[src/rtl/dma4_pkg.sv]
package dma4_pkg;
  localparam int CH_N   = 4;
  localparam int CH_W   = $clog2(CH_N);
  localparam int ADDR_W = 16;

  localparam logic [3:0] OFS_STAT  = 4'd8;
  localparam logic [3:0] OFS_MASK  = 4'd10;
  localparam logic [3:0] OFS_MODE  = 4'd11;
  localparam logic [3:0] OFS_FFCLR = 4'd12;

  localparam logic [1:0] DIR_TO_MEM   = 2'b01;
  localparam logic [1:0] DIR_FROM_MEM = 2'b10;
  localparam logic [1:0] KIND_CASC    = 2'b11;

  typedef struct packed {
    logic [1:0] kind;
    logic       autoInit;
    logic [1:0] dir;
  } chMode_t;

  typedef struct packed {
    logic            xfer;
    logic [CH_W-1:0] ch;
  } dmaStrobe_t;
endpackage

[src/rtl/dma4_regs.sv]
module dma4_regs
  import dma4_pkg::*;
#(
  parameter int PAGE_W = 8
) (
  input  logic                     clk,
  input  logic                     rstN,
  input  logic                     ioWr,
  input  logic                     ioRd,
  input  logic [3:0]               ioOfs,
  input  logic [7:0]               ioWData,
  output logic [7:0]               ioRData,
  input  logic                     pageWr,
  input  logic [CH_W-1:0]          pageCh,
  input  logic [PAGE_W-1:0]        pageData,
  input  dmaStrobe_t               stb,
  output logic [CH_N-1:0]          chMask,
  output logic [CH_N-1:0]          chCasc,
  output logic [PAGE_W+ADDR_W-1:0] memAddr,
  output logic                     memRd,
  output logic                     memWr,
  output logic                     tcPulse
);
  logic [ADDR_W-1:0] baseAddr [CH_N];
  logic [ADDR_W-1:0] curAddr  [CH_N];
  logic [ADDR_W-1:0] baseCnt  [CH_N];
  logic [ADDR_W-1:0] curCnt   [CH_N];
  logic [PAGE_W-1:0] page     [CH_N];
  chMode_t           mode     [CH_N];
  logic [CH_N-1:0]   mask;
  logic [CH_N-1:0]   tcStat;
  logic              bytePtr;

  logic              regAcc;
  logic [CH_W-1:0]   regCh;
  logic              isCnt;
  logic              tcNow;
  logic [ADDR_W-1:0] rdSel;

  assign regAcc = (ioWr || ioRd) && !ioOfs[3];
  assign regCh  = ioOfs[CH_W:1];
  assign isCnt  = ioOfs[0];
  assign tcNow  = stb.xfer && (curCnt[stb.ch] == '0);

  always_ff @(posedge clk) begin
    if (!rstN) begin
      for (int i = 0; i < CH_N; i++) begin
        baseAddr[i] <= '0;
        curAddr[i]  <= '0;
        baseCnt[i]  <= '0;
        curCnt[i]   <= '0;
        page[i]     <= '0;
        mode[i]     <= '0;
      end
      mask    <= '1;
      tcStat  <= '0;
      bytePtr <= 1'b0;
    end else begin
      if (stb.xfer) begin
        if (tcNow && mode[stb.ch].autoInit) begin
          curAddr[stb.ch] <= baseAddr[stb.ch];
          curCnt[stb.ch]  <= baseCnt[stb.ch];
        end else begin
          curAddr[stb.ch] <= curAddr[stb.ch] + 1'b1;
          curCnt[stb.ch]  <= curCnt[stb.ch] - 1'b1;
        end
        if (tcNow && !mode[stb.ch].autoInit) mask[stb.ch] <= 1'b1;
      end
      if (ioRd && ioOfs == OFS_STAT) tcStat <= '0;
      if (tcNow) tcStat[stb.ch] <= 1'b1;
      if (regAcc) bytePtr <= ~bytePtr;
      if (pageWr) page[pageCh] <= pageData;
      if (ioWr) begin
        if (!ioOfs[3]) begin
          if (isCnt) begin
            if (bytePtr) begin
              baseCnt[regCh][15:8] <= ioWData;
              curCnt[regCh][15:8]  <= ioWData;
            end else begin
              baseCnt[regCh][7:0] <= ioWData;
              curCnt[regCh][7:0]  <= ioWData;
            end
          end else begin
            if (bytePtr) begin
              baseAddr[regCh][15:8] <= ioWData;
              curAddr[regCh][15:8]  <= ioWData;
            end else begin
              baseAddr[regCh][7:0] <= ioWData;
              curAddr[regCh][7:0]  <= ioWData;
            end
          end
        end else if (ioOfs == OFS_MASK) begin
          mask[ioWData[CH_W-1:0]] <= ioWData[2];
        end else if (ioOfs == OFS_MODE) begin
          mode[ioWData[CH_W-1:0]] <= '{kind: ioWData[7:6], autoInit: ioWData[4],
                                      dir: ioWData[3:2]};
        end else if (ioOfs == OFS_FFCLR) begin
          bytePtr <= 1'b0;
        end
      end
    end
  end

  always_comb begin
    ioRData = '0;
    rdSel   = isCnt ? curCnt[regCh] : curAddr[regCh];
    if (!ioOfs[3]) ioRData = bytePtr ? rdSel[15:8] : rdSel[7:0];
    else if (ioOfs == OFS_STAT) ioRData = {{(8-CH_N){1'b0}}, tcStat};
  end

  for (genvar g = 0; g < CH_N; g++) begin : g_casc
    assign chCasc[g] = (mode[g].kind == KIND_CASC);
  end

  assign chMask  = mask;
  assign memAddr = {page[stb.ch], curAddr[stb.ch]};
  assign memRd   = stb.xfer && (mode[stb.ch].dir == DIR_FROM_MEM);
  assign memWr   = stb.xfer && (mode[stb.ch].dir == DIR_TO_MEM);
  assign tcPulse = tcNow;
endmodule

[src/rtl/dma4_ctl.sv]
module dma4_ctl
  import dma4_pkg::*;
(
  input  logic            clk,
  input  logic            rstN,
  input  logic [CH_N-1:0] dreq,
  input  logic            holdAck,
  input  logic [CH_N-1:0] chMask,
  input  logic [CH_N-1:0] chCasc,
  output logic            holdReq,
  output logic [CH_N-1:0] dack,
  output dmaStrobe_t      stb
);
  typedef enum logic [1:0] {S_IDLE, S_WAIT, S_XFER, S_CASC} ctlState_t;

  ctlState_t       state;
  logic [CH_W-1:0] selCh;
  logic [CH_W-1:0] prio;
  logic [CH_N-1:0] pend;

  assign pend = dreq & ~chMask;

  always_comb begin
    prio = '0;
    for (int i = CH_N - 1; i >= 0; i--) begin
      if (pend[i]) prio = CH_W'(i);
    end
  end

  always_ff @(posedge clk) begin
    if (!rstN) begin
      state <= S_IDLE;
      selCh <= '0;
    end else begin
      unique case (state)
        S_IDLE: if (|pend) state <= S_WAIT;
        S_WAIT: begin
          if (!(|pend)) state <= S_IDLE;
          else if (holdAck) begin
            selCh <= prio;
            state <= chCasc[prio] ? S_CASC : S_XFER;
          end
        end
        S_XFER: state <= S_IDLE;
        S_CASC: if (!pend[selCh]) state <= S_IDLE;
        default: state <= S_IDLE;
      endcase
    end
  end

  always_comb begin
    dack = '0;
    if (state == S_XFER || state == S_CASC) dack[selCh] = 1'b1;
  end

  assign holdReq  = (state != S_IDLE);
  assign stb.xfer = (state == S_XFER);
  assign stb.ch   = selCh;
endmodule

[src/rtl/dma4_ctrl.sv]
module dma4_ctrl
  import dma4_pkg::*;
#(
  parameter int PAGE_W = 8
) (
  input  logic                     clk,
  input  logic                     rstN,
  input  logic                     ioWr,
  input  logic                     ioRd,
  input  logic [3:0]               ioOfs,
  input  logic [7:0]               ioWData,
  output logic [7:0]               ioRData,
  input  logic                     pageWr,
  input  logic [1:0]               pageCh,
  input  logic [PAGE_W-1:0]        pageData,
  input  logic [3:0]               dreq,
  output logic [3:0]               dack,
  output logic                     holdReq,
  input  logic                     holdAck,
  output logic [PAGE_W+15:0]       memAddr,
  output logic                     memRd,
  output logic                     memWr,
  output logic                     tcPulse
);
  dmaStrobe_t      stb;
  logic [CH_N-1:0] chMask;
  logic [CH_N-1:0] chCasc;

  dma4_ctl ctl_i (
    .clk(clk), .rstN(rstN), .dreq(dreq), .holdAck(holdAck),
    .chMask(chMask), .chCasc(chCasc), .holdReq(holdReq), .dack(dack), .stb(stb)
  );

  dma4_regs #(.PAGE_W(PAGE_W)) regs_i (
    .clk(clk), .rstN(rstN), .ioWr(ioWr), .ioRd(ioRd), .ioOfs(ioOfs),
    .ioWData(ioWData), .ioRData(ioRData), .pageWr(pageWr), .pageCh(pageCh),
    .pageData(pageData), .stb(stb), .chMask(chMask), .chCasc(chCasc),
    .memAddr(memAddr), .memRd(memRd), .memWr(memWr), .tcPulse(tcPulse)
  );
endmodule

[config.mk]
export PLATFORM = sky130hd
export DESIGN_NAME = dma4_ctrl
export DESIGN_NICKNAME = d
export VERILOG_FILES = /design/src/rtl/dma4_pkg.sv /design/src/rtl/dma4_regs.sv /design/src/rtl/dma4_ctl.sv /design/src/rtl/dma4_ctrl.sv
export SDC_FILE = /design/constraint.sdc
export NUM_CORES = 1
export LEC_CHECK = 0
export BUFFER_PORTS_ARGS = -buffer_cell sky130_fd_sc_hd__buf_2
export CORE_UTILIZATION = 50
export CTS_CLUSTER_SIZE = 10
export DETAILED_ROUTE_END_ITERATION = 12
export PLACE_DENSITY = 0.69
export SYNTH_ARGS = -nofsm -noshare
export SYNTH_HDL_FRONTEND = slang
export SYNTH_SLANG_ARGS = --single-unit
[constraint.sdc]
create_clock -name clk -period 7 [get_ports clk]
set_input_delay 0.7 -clock clk [delete_from_list [all_inputs] [get_ports clk]]
set_output_delay 0.7 -clock clk [all_outputs]
set_load 0.03 [all_outputs]
==> run_results.csv <==
group,metric,value,unit
routing,vias_per_cell,6.643,
die,die_x,184.8,um
die,ios,72,
clock_network,path_clk_slew,60,ps
die,die_h,184.8,um
cells_and_area,layout.nets,1313,
worst_setup_path,r2r_end,"regs_i.curAddr[3][4]",
worst_setup_path,crit_buf_inv,2,
synth,seq_area_frac_synth,0.5715,
worst_setup_path,worstPathArrival,4590,ps
worst_setup_path,r2r_slack,2360,ps
synth,synth_cell_types,65,
routing,drt_wl_total,49830,um
clock_network,numCtsBuffers,38,
sta,finalClockSkew,26.52,ps
synth,yosys.area.top_type_share,0.5535,
grt,grt_pass1_vias,11560,
die,dieArea,0.03415,sq mm
worst_setup_path,cp_top_family,"simple AND/OR/NAND/NOR gates",
cells_and_area,nFillCells,2635,
worst_hold_path,worstHoldStart,"pageData[4]",
sta,setup_viol,0,
placed_design,place_congestion,0.9106,
worst_hold_path,hold_class,"input port to flop",
routing,drt-pass1-iter-count,7,
sta,finalSetupTns,0,ps
grt,grt_pass1_wl,73800,um
clock_network,post_cts_resized,0,
routing,drt_iter0_drc,1548,
synth,synth.most_common_cell,"edfxtp_1",
worst_setup_path,rr_worst_depth,7,
synth,synth_area,0.01671,sq mm
synth,syn-num-nets,1261,
die,start_util,0.5109,
grt,grt_usage,0.3002,
synth,synthTopCellsByArea,"edfxtp_1, mux4_2, and2_1",
run,cap_violations,0,
worst_hold_path,min_to,"regs_i.page[0][4]",
worst_setup_path,crit_chain,"mux4_2 -> inv_1 -> ha_1 -> nand2_1 -> o22ai_1 -> nand4_1 -> nor4b_1 -> buf_2",
worst_setup_path,path_class,"flop to primary output",
grt,antenna_found_initial,2,
synth,synth_edf_count,308,
grt,grt_max_degree,57,
clock_network,cts_tree,"yes",
placed_design,io_buffer_count,71,
synth,synth_area_leader_cell,"edfxtp_1",
synth,synth_commonest_cells,"edfxtp_1, mux4_2, nand2_1",
clock_network,clk_latency,530,ps
worst_setup_path,cp_slowest_cell,"dfxtp_4",
cells_and_area,antenna_cells,0,
sta,rsz0062_at_grt,"no",
worst_setup_path,cp.required,6300,ps
worst_setup_path,cp_max_fo,56,
die,core,0.03270,sq mm
sta,min_period,5288,ps
clock_network,cts-htree-levels,2,
worst_hold_path,min_path_cells,2,
synth,ys_warn_count,0,
routing,ant_nets,0,
cells_and_area,drive_gt1_frac,0.2108,
power,leakage,6.823,nW
clock_network,clock_sinks,323,
synth,ys_ff_latch,323,
sta,timing.fmax,189.1,MHz
sta,fin_crit_sh,0.7554,
worst_setup_path,worstSetupStartpointType,"flop",
cells_and_area,synthToLayoutAreaGrowth,10.79,%
sta,drv_slew,0,
placed_design,hpwl,33470,um
power,cellPowerDensity,234.2,mW/mm^2
routing,vias,11572,
worst_setup_path,critPathMaxStageDelay,940,ps
routing,post_drt_wl_per_cell,28.60,um
synth,synth_async_sr_flop_share,0,
clock_network,root_buffer,"clkbuf_16",
clock_network,cts_buffer_depth,3,
cells_and_area,fin_util,0.5661,
synth,synthCells,1227,
run_status,status,"finished clean",
routing,drcViolationCount,0,
die,rows,66,
clock_network,postCtsHoldBufs,0,
sta,finalHoldViolCount,0,
synth,synth_top_flop_cell,"edfxtp_1",
grt,grt_overflow,0,
power,ir_worst_vdd,0.1736,mV
sta,tightest_slew,1147,ps
synth,syn_area_per_cell,13.62,sq um
clock_network,postCtsSetupRepairBufs,0,
sta,max_slew_margin,0.2351,
worst_setup_path,crit_path_end_kind,"primary output",
-- metrics by stage --
stage / instance area, sq um / hold slack (ps) / power (mW) / setup WS, ps / std cells
after floorplan: 16710 / 465.3 / 2.459 / 2767 / 1227
after global placement: 17450 / 479.3 / 2.590 / 2486 / 1681
after detailed placement: 17450 / 493.8 / 2.597 / 2354 / 1681
after CTS: 18510 / 471.9 / 4.330 / 1800 / 1742
after global routing: 18510 / 491.5 / 4.430 / 1490 / 1742
final: 18510 / 478.5 / 4.335 / 1712 / 1742
-- cells in the final DEF, fill, tap and decap left out, types with 8 or more instances in the layout --
cell type	instances
a21o_1	23
a21oi_1	25
a22o_1	9
a22oi_1	8
and2_1	82
and3_1	67
buf_2	71
buf_4	17
clkbuf_1	19
clkbuf_16	38
dfxtp_1	13
edfxtp_1	308
inv_1	17
mux2i_1	10
mux4_2	116
nand2_1	110
nand2b_1	15
nand3_1	22
nor2_1	78
nor2b_1	13
nor3_1	22
nor4_1	11
o21ai_0	25
o21bai_1	63
xnor2_1	12
xor2_1	11
-- worst reg2reg max path, stage by stage, from the launching register on --
cell and delay, ps:
dfxtp_4 750, buf_4 590, mux4_2 640, or4_1 700, nor2_2 520, nand2_2 510, mux2_2 470, a22o_1 210
-- report_power, final --
| group | switching, mW | total, mW | internal [mW] |
|---|---|---|---|
| Combinational | 0.233 | 0.339 | 0.105 |
| Clock | 0.764 | 1.77 | 1.01 |
| Sequential | 0.0303 | 2.23 | 2.20 |
| Total | 1.03 | 4.33 | 3.31 |
-- area by class of cell --
| cell class | instances | area [sq um] | share of cell area |
|---|---|---|---|
| sequential | 323 | 9557 | 0.5163 |
| timing repair buffer | 88 | 483.0 | 0.02609 |
| clock inverter | 4 | 38.79 | 0.002095 |
| inverter | 17 | 63.81 | 0.003447 |
| multi-input combinational | 811 | 6794 | 0.3670 |
| clock buffer | 57 | 1022 | 0.05522 |
| tap | 442 | 553.0 | 0.02987 |
-- sequential cells by signal, indices dropped and copies added, names as in the netlist, named ones only --
name / count
ctl_i.selCh: 2
ctl_i.state: 2
regs_i.baseAddr: 64
regs_i.baseCnt: 64
regs_i.bytePtr: 1
regs_i.chMask: 4
regs_i.curAddr: 64
regs_i.curCnt: 64
regs_i.mode: 20
regs_i.page: 32
regs_i.tcStat: 4
-- cell families (layout without fill, tap and decap cells) --
group | Yosys count | count (layout) | share of synthesized area
fa+ha+maj | 2 | 2 | 0.001497
mux | 130 | 130 | 0.1650
xor+xnor | 23 | 23 | 0.01206
compound gates | 200 | 200 | 0.08365
buf+inv | 93 | 166 | 0.02344
simple gates | 456 | 456 | 0.1428
flops | 323 | 323 | 0.5715
-- per-layer routing --
metal,wire [um],track usage,share of wire
met5,26,0,0.00052
met4,1925,0.1131,0.039
met3,5891,0.06528,0.12
met2,22980,0.4656,0.46
met1,19010,0.4167,0.38
-- how the worst max path moves through the flow --
| stage | to | start | slack (ps) | cells past startpoint |
|---|---|---|---|---|
| 2_1_floorplan | tcPulse | flop | 2770 | 11 |
| 3_3_place_gp | tcPulse | flop | 2490 | 8 |
| 3_5_place_dp | tcPulse | flop | 2350 | 8 |
| 4_1_cts | tcPulse | flop | 1800 | 8 |
| 5_1_grt | tcPulse | flop | 1490 | 8 |
| 6_report | tcPulse | flop | 1710 | 8 |
Note: power is estimated with default switching activity, not from simulation.
